File: config.mk
export PLATFORM = sky130hd
export DESIGN_NAME = asid_tlb
export DESIGN_NICKNAME = d
export VERILOG_FILES = /design/src/rtl/asid_tlb_pkg.sv /design/src/rtl/asid_tlb_match.sv /design/src/rtl/asid_tlb_prio.sv /design/src/rtl/asid_tlb_stats.sv /design/src/rtl/asid_tlb.sv
export SDC_FILE = /design/constraint.sdc
export NUM_CORES = 2
export LEC_CHECK = 0
export BUFFER_PORTS_ARGS = -buffer_cell sky130_fd_sc_hd__buf_2
export CAP_MARGIN = 20
export CORE_MARGIN = 4
export CORE_UTILIZATION = 40
export DETAILED_ROUTE_END_ITERATION = 10
export HOLD_SLACK_MARGIN = 0.03
export SKIP_LAST_GASP = 1
export SYNTH_ARGS = -nofsm -noshare
export SYNTH_HDL_FRONTEND = slang
export SYNTH_SLANG_ARGS = --single-unit
File: constraint.sdc
create_clock -name clk_i -period 3.51 [get_ports clk_i]
set_input_delay 0.1755 -clock clk_i [delete_from_list [all_inputs] [get_ports clk_i]]
set_output_delay 0.1755 -clock clk_i [all_outputs]
set_load 0.005 [all_outputs]
File: src/rtl/asid_tlb_pkg.sv
package asid_tlb_pkg;
  parameter int VA_W   = 32;
  parameter int PG_SH  = 12;
  parameter int VPN_W  = VA_W - PG_SH;
  parameter int ASID_W = 8;
  parameter int PFN_W  = 20;

  typedef struct packed {
    logic [PFN_W-1:0]  pfn1;
    logic [PFN_W-1:0]  pfn0;
    logic              v1;
    logic              v0;
    logic              glob;
    logic [ASID_W-1:0] asid;
    logic [VPN_W-1:0]  mask;
    logic [VPN_W-1:0]  vpn;
  } entry_t;

  localparam int ENT_W = $bits(entry_t);

  typedef enum logic [1:0] {
    ACC_RD    = 2'd0,
    ACC_WR    = 2'd1,
    ACC_FETCH = 2'd2,
    ACC_RD2   = 2'd3
  } acc_kind_e;
endpackage

File: src/rtl/asid_tlb_match.sv
module asid_tlb_match
  import asid_tlb_pkg::*;
#(
  parameter int N = 8
) (
  input  entry_t [N-1:0]    tbl_i,
  input  logic [VPN_W-1:0]  vpn_i,
  input  logic [ASID_W-1:0] asid_i,
  output logic [N-1:0]      hit_o
);
  for (genvar i = 0; i < N; i++) begin : g_cmp
    logic occ, pg_eq, id_ok;
    assign occ   = tbl_i[i].v0 | tbl_i[i].v1;
    assign pg_eq = ((vpn_i ^ tbl_i[i].vpn) & ~tbl_i[i].mask) == '0;
    assign id_ok = tbl_i[i].glob | (asid_i == tbl_i[i].asid);
    assign hit_o[i] = occ & pg_eq & id_ok;
  end
endmodule

File: src/rtl/asid_tlb_prio.sv
module asid_tlb_prio #(
  parameter int N  = 8,
  parameter int IW = 3
) (
  input  logic [N-1:0]  req_i,
  output logic          any_o,
  output logic [IW-1:0] idx_o
);
  // scan downward so the lowest set bit is assigned last
  always_comb begin
    idx_o = '0;
    for (int i = N - 1; i >= 0; i--) begin
      if (req_i[i]) idx_o = IW'(i);
    end
  end
  assign any_o = |req_i;
endmodule

File: src/rtl/asid_tlb_stats.sv
module asid_tlb_stats #(
  parameter int CNT_W = 16
) (
  input  logic             clk_i,
  input  logic             rst_ni,
  input  logic             valid_i,
  input  logic             is_wr_i,
  input  logic             hit_i,
  output logic [CNT_W-1:0] rd_hit_o,
  output logic [CNT_W-1:0] rd_miss_o,
  output logic [CNT_W-1:0] wr_hit_o,
  output logic [CNT_W-1:0] wr_miss_o,
  output logic [CNT_W:0]   hit_tot_o,
  output logic [CNT_W:0]   miss_tot_o,
  output logic [CNT_W:0]   acc_tot_o
);
  logic [CNT_W-1:0] rh_q, rm_q, wh_q, wm_q;

  always_ff @(posedge clk_i or negedge rst_ni) begin
    if (!rst_ni) begin
      rh_q <= '0; rm_q <= '0; wh_q <= '0; wm_q <= '0;
    end else if (valid_i) begin
      unique case ({is_wr_i, hit_i})
        2'b01:   rh_q <= rh_q + 1'b1;
        2'b00:   rm_q <= rm_q + 1'b1;
        2'b11:   wh_q <= wh_q + 1'b1;
        default: wm_q <= wm_q + 1'b1;
      endcase
    end
  end

  assign rd_hit_o   = rh_q;
  assign rd_miss_o  = rm_q;
  assign wr_hit_o   = wh_q;
  assign wr_miss_o  = wm_q;
  assign hit_tot_o  = {1'b0, rh_q} + {1'b0, wh_q};
  assign miss_tot_o = {1'b0, rm_q} + {1'b0, wm_q};
  assign acc_tot_o  = hit_tot_o + miss_tot_o;

  AST_RD_STEP: assert property (@(posedge clk_i) disable iff (!rst_ni)
    (valid_i && !is_wr_i) |=> (CNT_W'(rh_q + rm_q) == CNT_W'($past(rh_q + rm_q) + 1'b1))
                              && $stable(wh_q) && $stable(wm_q));
  AST_WR_STEP: assert property (@(posedge clk_i) disable iff (!rst_ni)
    (valid_i && is_wr_i) |=> (CNT_W'(wh_q + wm_q) == CNT_W'($past(wh_q + wm_q) + 1'b1))
                             && $stable(rh_q) && $stable(rm_q));
  AST_IDLE_HOLD: assert property (@(posedge clk_i) disable iff (!rst_ni)
    !valid_i |=> $stable({rh_q, rm_q, wh_q, wm_q}));
endmodule

File: src/rtl/asid_tlb.sv
module asid_tlb
  import asid_tlb_pkg::*;
#(
  parameter int          NUM_ENTRIES = 8,
  parameter int          CNT_W       = 16,
  parameter logic [31:0] UC_MASK     = 32'hA000_0000,
  localparam int         IW          = (NUM_ENTRIES > 1) ? $clog2(NUM_ENTRIES) : 1
) (
  input  logic                    clk_i,
  input  logic                    rst_ni,
  input  logic                    acc_valid_i,
  input  logic [1:0]              acc_kind_i,
  input  logic [VA_W-1:0]         acc_va_i,
  input  logic [ASID_W-1:0]       acc_asid_i,
  output logic                    lk_hit_o,
  output logic [IW-1:0]           lk_idx_o,
  output logic [ENT_W-1:0]        lk_entry_o,
  output logic                    uncached_o,
  output logic                    align_fault_o,
  input  logic [VPN_W-1:0]        pr_vpn_i,
  input  logic [ASID_W-1:0]       pr_asid_i,
  output logic signed [IW:0]      pr_idx_o,
  input  logic                    wr_en_i,
  input  logic [IW:0]             wr_idx_i,
  input  logic [ENT_W-1:0]        wr_entry_i,
  output logic                    wr_warn_o,
  input  logic [IW-1:0]           rd_idx_i,
  output logic [ENT_W-1:0]        rd_entry_o,
  input  logic                    rr_adv_i,
  output logic [IW-1:0]           rr_idx_o,
  output logic [ENT_W-1:0]        rr_entry_o,
  input  logic                    flush_i,
  output logic [CNT_W-1:0]        rd_hit_cnt_o,
  output logic [CNT_W-1:0]        rd_miss_cnt_o,
  output logic [CNT_W-1:0]        wr_hit_cnt_o,
  output logic [CNT_W-1:0]        wr_miss_cnt_o,
  output logic [CNT_W:0]          hit_total_o,
  output logic [CNT_W:0]          miss_total_o,
  output logic [CNT_W:0]          acc_total_o
);
  localparam logic [IW-1:0] LAST = IW'(NUM_ENTRIES - 1);

  entry_t [NUM_ENTRIES-1:0] tbl_q;
  logic   [IW-1:0]          rr_q;
  logic                     warn_q;

  logic                   wr_ok;
  logic [VPN_W-1:0]       acc_vpn;
  logic [NUM_ENTRIES-1:0] lk_vec, pr_vec;
  logic                   pr_any;
  logic [IW-1:0]          pr_sel;

  assign wr_ok   = wr_idx_i < (IW+1)'(NUM_ENTRIES);
  assign acc_vpn = acc_va_i[VA_W-1 -: VPN_W];

  always_ff @(posedge clk_i or negedge rst_ni) begin
    if (!rst_ni) begin
      tbl_q  <= '0;
      rr_q   <= '0;
      warn_q <= 1'b0;
    end else begin
      warn_q <= wr_en_i & ~wr_ok;
      if (flush_i) begin
        tbl_q <= '0;
        rr_q  <= '0;
      end else begin
        if (wr_en_i && wr_ok) tbl_q[wr_idx_i[IW-1:0]] <= entry_t'(wr_entry_i);
        if (rr_adv_i) rr_q <= (rr_q == LAST) ? '0 : rr_q + 1'b1;
      end
    end
  end

  asid_tlb_match #(.N(NUM_ENTRIES)) u_lk_match (
    .tbl_i(tbl_q), .vpn_i(acc_vpn), .asid_i(acc_asid_i), .hit_o(lk_vec));
  asid_tlb_prio #(.N(NUM_ENTRIES), .IW(IW)) u_lk_prio (
    .req_i(lk_vec), .any_o(lk_hit_o), .idx_o(lk_idx_o));

  asid_tlb_match #(.N(NUM_ENTRIES)) u_pr_match (
    .tbl_i(tbl_q), .vpn_i(pr_vpn_i), .asid_i(pr_asid_i), .hit_o(pr_vec));
  asid_tlb_prio #(.N(NUM_ENTRIES), .IW(IW)) u_pr_prio (
    .req_i(pr_vec), .any_o(pr_any), .idx_o(pr_sel));

  assign lk_entry_o = lk_hit_o ? ENT_W'(tbl_q[lk_idx_o]) : '0;
  assign pr_idx_o   = pr_any ? $signed({1'b0, pr_sel}) : '1;
  assign rd_entry_o = ({1'b0, rd_idx_i} < (IW+1)'(NUM_ENTRIES)) ? ENT_W'(tbl_q[rd_idx_i]) : '0;
  assign rr_idx_o   = rr_q;
  assign rr_entry_o = ENT_W'(tbl_q[rr_q]);
  assign wr_warn_o  = warn_q;

  assign uncached_o    = (acc_va_i & UC_MASK) == UC_MASK;
  assign align_fault_o = (acc_kind_i == ACC_FETCH) && (acc_va_i[1:0] != 2'b00);

  asid_tlb_stats #(.CNT_W(CNT_W)) u_stats (
    .clk_i, .rst_ni,
    .valid_i   (acc_valid_i),
    .is_wr_i   (acc_kind_i == ACC_WR),
    .hit_i     (lk_hit_o),
    .rd_hit_o  (rd_hit_cnt_o),
    .rd_miss_o (rd_miss_cnt_o),
    .wr_hit_o  (wr_hit_cnt_o),
    .wr_miss_o (wr_miss_cnt_o),
    .hit_tot_o (hit_total_o),
    .miss_tot_o(miss_total_o),
    .acc_tot_o (acc_total_o));

  AST_OOR_NO_WRITE: assert property (@(posedge clk_i) disable iff (!rst_ni)
    (wr_en_i && !wr_ok && !flush_i) |=> $stable(tbl_q));
  AST_OOR_WARN: assert property (@(posedge clk_i) disable iff (!rst_ni)
    (wr_en_i && !wr_ok) |=> wr_warn_o);
  AST_FLUSH_EMPTY: assert property (@(posedge clk_i) disable iff (!rst_ni)
    flush_i |=> (tbl_q == '0 && rr_q == '0));
  AST_RR_HOLD: assert property (@(posedge clk_i) disable iff (!rst_ni)
    (!rr_adv_i && !flush_i) |=> $stable(rr_q));
  AST_RR_WRAP: assert property (@(posedge clk_i) disable iff (!rst_ni)
    (rr_adv_i && !flush_i && rr_q == LAST) |=> rr_q == '0);
  AST_PROBE_AGREE: assert property (@(posedge clk_i) disable iff (!rst_ni)
    (pr_vpn_i == acc_vpn && pr_asid_i == acc_asid_i)
      |-> (lk_hit_o ? (pr_idx_o == $signed({1'b0, lk_idx_o})) : (pr_idx_o < 0)));
endmodule

* Word level (Yosys, flattened, before mapping)
Cells that the tools add are included.
** Storage, ports and cells
- Flip-flop bits (word level) :: 796
- Logic and storage cells :: 267
- Input bits :: 174
** Cells by class
- Bitwise operators :: 99
- Mux-type cells :: 32
- Equality and inequality tests :: 22
- Magnitude comparators :: 6
- Reductions and logical operators :: 30
- $add $sub $neg :: 8
** Operators by type and width (number)
- $mux 728 :: 2
- $bmux 91 s3 :: 3
- $bwmux 728 :: 1
- $mux 91 :: 5
- $and 20x20->20 :: 16
- $logic_not 20->1 :: 16
- $xor 20x20->20 :: 16
- $demux 91 s3 :: 1
- $not 20->20 :: 8
- $eq 8x8->1 :: 16
- $add 16x1->16 const B :: 4
- $mux 3 :: 19
- $add 16x16->17 :: 2
- $and 1x1->1 :: 33
- $or 1x1->1 :: 24
- $add 17x17->17 :: 1
- $lt 3x4->1 const B :: 4
- $reduce_or 8->1 :: 2
- $reduce_and 2->1 :: 4
- $eq 2x2->1 const B :: 3
- $reduce_bool 2->1 :: 3
- $eq 2x1->1 const B :: 2
- $lt 4x4->1 const B :: 1
- $mux 4 :: 1
- 7 further kinds :: 10

* Depth between registers and ports, before layout
- Depth after elaboration :: 16
- Depth in mapped cells :: 17
- Mapped depth without buffers :: 17

* By module
A second synthesis with hierarchy kept.
** Unflattened totals
- Cell total of the unflattened synthesis :: 5807
- Area, all modules :: 58956.5 um2
** By module, submodules not included
- asid_tlb :: area an instance 47672.0 um2, instances 1, seq. area each 18317.6 um2, cells an instance 4484
- asid_tlb_match :: area an instance 3113.0 um2, instances 2, seq. area each 0.0 um2, cells an instance 396
- asid_tlb_stats :: area an instance 4895.9 um2, instances 1, seq. area each 1601.5 um2, cells an instance 505
- asid_tlb_prio :: area an instance 81.3 um2, instances 2, seq. area each 0.0 um2, cells an instance 13

* Least setup slack after synthesis
No wires, ideal clock.
- Path kind :: register -> output
- Start point :: register u_stats.rm_q[0] (netlist: u_stats.rd_miss_o[0])
- End point :: output acc_total_o[16]
- Stages on the path, launching flop included :: 16
- Arrival :: 3.403 ns
- Path slack :: -0.068 ns
- Required time :: 3.334 ns
- Buffers on the path :: 0
- Cell sequence :: dfrtp_1 -> ha_1 -> fa_1 -> a21o_1 -> a21oi_1 -> xnor2_1 -> ha_1 -> o21ai_0 -> nor2_1 -> nor4_1 -> nor3_1 -> a211o_1 -> o211ai_1 -> o211a_1 -> o21ai_0 -> xor3_1
** On the way
- Word-level cells in the longest chain between the ends :: 2
** RTL lines
- start: declaration :: line asid_tlb_stats.sv:17 : logic [CNT_W-1:0] rh_q, rm_q, wh_q, wm_q;
- start signal: assignment :: line asid_tlb_stats.sv:25 : 2'b00: rm_q <= rm_q + 1'b1;
- $add 16x16->17 :: line asid_tlb_stats.sv:37 : assign miss_tot_o = {1'b0, rm_q} + {1'b0, wm_q};
- net miss_total_o[4] :: line asid_tlb.sv:38 : output logic [CNT_W:0] miss_total_o,
- $add 17x17->17 :: line asid_tlb_stats.sv:38 : assign acc_tot_o = hit_tot_o + miss_tot_o;
- end: declaration :: line asid_tlb.sv:39 : output logic [CNT_W:0] acc_total_o
The timed path passes the listed nets, and every way through them passes these cells.

* Worst setup path in the final report
- Start point :: register tbl_q[10] (netlist name)
- End point :: output lk_entry_o[2]
** On the way
- Word-level cells in the longest chain between the ends :: 9
- Elaborated cells between the ends (all ways) :: 10
** RTL lines
- start: declaration :: line asid_tlb.sv:43 : entry_t [NUM_ENTRIES-1:0] tbl_q;
- start signal: indexed assignment :: line asid_tlb.sv:67 : if (wr_en_i && wr_ok) tbl_q[wr_idx_i[IW-1:0]] <= entry_t'(wr_entry_i);
- $xor 20x20->20 * :: line asid_tlb_match.sv:14 : assign pg_eq = ((vpn_i ^ tbl_i[i].vpn) & ~tbl_i[i].mask) == '0;
- $and 20x20->20 * :: line asid_tlb_match.sv:14
- $logic_not 20->1 * :: line asid_tlb_match.sv:14
- $and 1x1->1 * (2 in a row) :: line asid_tlb_match.sv:16 : assign hit_o[i] = occ & pg_eq & id_ok;
- $mux 3 :: line asid_tlb_prio.sv:13 : if (req_i[i]) idx_o = IW'(i);
- $bmux 91 s3 :: line asid_tlb.sv:83 : assign lk_entry_o = lk_hit_o ? ENT_W'(tbl_q[lk_idx_o]) : '0;
- $mux 91 (not written as such) :: line asid_tlb.sv:83
- $mux 91 * :: line asid_tlb.sv:83
- end: declaration :: line asid_tlb.sv:17 : output logic [ENT_W-1:0] lk_entry_o,
Mark *: on every way between the ends. The rest lies on a longest branch, timed or not. The select of a mux whose other input is x is not followed.

==> summary.md <==
| Metric | Value |
|---|---|
| Synthesized cell area | `55700 µm²` |
| GRT Overall Usage | `between 40% and 50%` |
| Share of cells above drive strength 1 | `slightly above 40%` |
| P&R area growth vs syn | `38.8%` |
| Status | `complete, but fails checks` |
| Crit Reg-Reg Endpoint | `u_stats.rd_miss_o[12]` |
| Sequential Power Share | `approximately 36%` |
| Reg2Reg Depth | `17` |
| Max_slew headroom | `14.4%` |
| Core Box Area | `between 100000 and 150000 µm²` |
| RSZ-0062 raised after global routing | `true` |
| Final hold violations | `0` |
| Slew @ Worst Pin | `~1.3 ns` |
| Initial antenna violation count | `47` |
| Int Power | `roughly 18 mW` |
| Num Clock Sinks | `a little under 800` |
| Hold_ws | `~0.069 ns` |
| CTS root buffer | `clkbuf_16` |
| Maximum VDD drop | `approximately 0.00036 V` |
| Top FF cell, synth | `dfrtp_1` |
| Antenna-violating nets left | `0` |
| Adder-Cell Fraction of Synth Area | `1.32%` |
| Via/cell ratio | `about 6.5` |
| Synth top area share | `35.7%` |
| PwrDens | `between 300 and 400 nW/µm²` |
| Synth async-reset ratio | `100%` |
| Setup slack after placement | `-0.576 ns` |
| Die Span X | `around 380 µm` |
| EDFF count, synth | `0` |
| CP Launch Point | `tbl_q[10]` |
| Chip height | `~380 µm` |
| First-pass GRT wire length | `443 mm` |
| CP Data Required Time | `3.33 ns` |
| Total die area | `145000 µm²` |
| Largest net degree at the start of global routing | `182` |
| Synth warn | `0` |
| Synth Area in Simple Gates | `a little over a tenth` |
| Arr. time, crit path | `roughly 4.2 ns` |
| Yosys reg bits | `796` |
| Final setup vio count | `about 140` |
| Setup TNS | `-74.34 ns` |
| Clock skew | `~0.046 ns` |
| Routed via count | `a little under 60000` |
| Hold Path Class | `in -> async` |
| Compound-gate portion of the synthesized area | `13.9%` |
| XOR/XNOR Fraction of Synth Area | `~8.6%` |
| PortBufs | `~570` |
| CP Capture Type | `output port` |
| Seq/Total Area, Yosys | `about 36%` |
| Synth area leader | `dfrtp_1` |
| Syn_nets | `approximately 5700` |
| Syn Inst Count | `roughly 5500` |
| Crit Path Category | `reg -> out` |
| Period utilisation layout | `125%` |
| FMAX | `228 MHz` |
| Commonest non-fill, non-tap cell in the layout | `nand2_1` |
| Initial DRC count | `roughly 8300` |
| Switching power | `approximately 8.5 mW` |
| Vias in the first global route | `between 50000 and 60000` |
| CTS clock-pin slew for the worst setup and hold paths | `approximately 0.060 ns` |
| CTS tree | `built` |
| Fin util | `around 56%` |
| GPL Wtd Cong | `approximately 1.1` |
| Most frequent cells in the layout | `1088 x nand2_1, 936 x buf_4, 786 x dfrtp_1` |
| DRC Markers | `0` |
| GRT overflow | `0` |
| Nets | `between 7000 and 8000` |
| # IOs | `around 580` |
| Max-cap violations | `0` |
| Minimum clock period | `~4.4 ns` |
| Initial core utilization | `40.4%` |
| Worst R2R Setup Slack | `-0.24 ns` |
| Area contributors post-synth | `dfrtp_1 36%, mux4_2 15%, nand2_1 7.4%` |
| Worst r2r src | `tbl_q[96]` |
| Pre-Repair DR Iteration Count | `6` |
| Row Count | `136` |
| Worst setup path endpoint | `lk_entry_o[2]` |
| H-tree depth | `3` |
| Worst setup SP type | `flip-flop` |
| Main combinational cell family by area after synthesis | `multiplexers` |
| Multiplexer area fraction after synthesis | `about a quarter` |
| Area of the multi-input gates | `~36000 µm²` |
| Final Max Tran Viols | `0` |
| Final worst slack | `-0.881 ns` |
| Detailed Route WL | `~320 mm` |
| Skew-Pair Late Insertion Delay | `between 0.7 and 0.8 ns` |
| Sw Ratio | `31.5%` |
| Leakage | `around 32 nW` |
| Max Buffers Root-to-Sink | `3` |
| Wire length per cell | `around 37 µm` |
| Final HPWL DP | `229 mm` |
| Crit path max fanout | `6` |
| Failing checks | `negative setup slack` |
| Logic pwr share | `around a quarter` |
| # fillers | `around 12000` |
| Mean area per synthesized cell | `around 10 µm²` |
| FF+latch area | `19900 µm²` |
| TritonCTS Buffers | `~100` |
| Synth cell types | `60` |
| Clk network pwr share | `about two fifths` |
cells in the mapped netlist, drive strengths merged, types with 92 or more instances:
master	number
mux2	186
o22ai	169
buf	197
dfrtp	796
o221ai	92
nor2	93
clkbuf	348
a22o	208
mux2i	365
mux4	364
nand2	1103
xor2	107
xnor2	439
a21oi	550
timing repair:
| item | 4_1_cts | 5_1_grt |
|---|---|---|
| hold buffers | 89 | 0 |
| buffers inserted | 107 | 60 |
| gates cloned | 34 | 6 |
| pin swaps | 118 | 165 |
| resized for setup | 319 | 375 |
| setup endpoints to repair | 143 | 183 |
| endpoints found under the hold margin | 754 | 0 |
kinds of logic after synthesis:
kind of cell | Yosys count
DFF | 796
muxes | 915
buffers and inverters | 569
and+or+nand+nor | 1444
xor gates and xnor gates | 547
adders and majority gates | 57
AOI/OAI and AO/OA | 1179
metal layers:
layer	vias to the layer above	track usage, %	wire length, µm
met1	29200	55.7	120000
met3	1054	15.7	44600
met2	4547	61.5	135000
met5	-	1.59	493
met4	28	23.6	23800
li1	22900	-	-
critical path: stages, from the launching register on:
cell and delay [ns]:
dfrtp_1 0.39, xnor2_1 0.17, buf_4 0.25, o22ai_4 0.10, buf_6 0.14, nor4_4 0.42
o2111ai_4 0.24, nand3b_1 0.21, o221ai_4 0.14, buf_6 0.16, buf_16 0.15, buf_12 0.15
buf_12 0.13, buf_12 0.13, buf_4 0.13, mux2i_1 0.12, o221ai_2 0.23, buf_2 0.19
how the worst min path moves through the flow:
stage | cells after the start | start | slack, ns | to
floorplan | 0 | rst_ni | -0.12 | rr_idx_o[0]
global placement | 1 | rst_ni | 0.24 | u_stats.rd_hit_o[15]
detailed placement | 1 | rst_ni | 0.23 | u_stats.rd_hit_o[15]
CTS | 3 | wr_entry_i[43] | 0.04 | tbl_q[316]
global route | 3 | wr_entry_i[43] | 0.06 | tbl_q[316]
finish | 2 | rst_ni | 0.07 | u_stats.rd_hit_o[13]
final cells by class:
class,count,area share (%)
inverters,24,0.116
multi-input cells,4142,47.0
repair buffers,1822,19.6
flip-flops and latches,796,25.8
well taps,1863,3.01
diodes,30,0.0970
clock inverters,32,0.624
clock buffers,148,3.80
power by group through the flow:
stage               clock network (mW)  logic (mW)  registers (mW)
detailed placement                   0        5.55            9.72
finish                            11.0        6.38            9.57
floorplan                            0        2.43            9.73
CTS                               11.0        5.74            9.56
global route                      11.4        6.60            9.58
global placement                     0        5.52            9.71
stage by stage:
step / power, mW / cells / instance area (µm²)
2_1_floorplan: 12.2 / 5507 / 55800
5_1_grt: 27.6 / 8840 / 77300
4_1_cts: 26.3 / 8795 / 75200
3_3_place_gp: 15.2 / 8400 / 67400
3_5_place_dp: 15.3 / 8400 / 67400
6_report: 27.0 / 8857 / 77400
state kept, by name (all words and copies together), names as in the netlist:
signal             cells
u_stats.rd_hit_o      16
rr_idx_o               3
u_stats.rd_miss_o     16
u_stats.wr_miss_o     16
tbl_q                728
wr_warn_o              1
u_stats.wr_hit_o      16
Power figures use the tool's default switching activity.
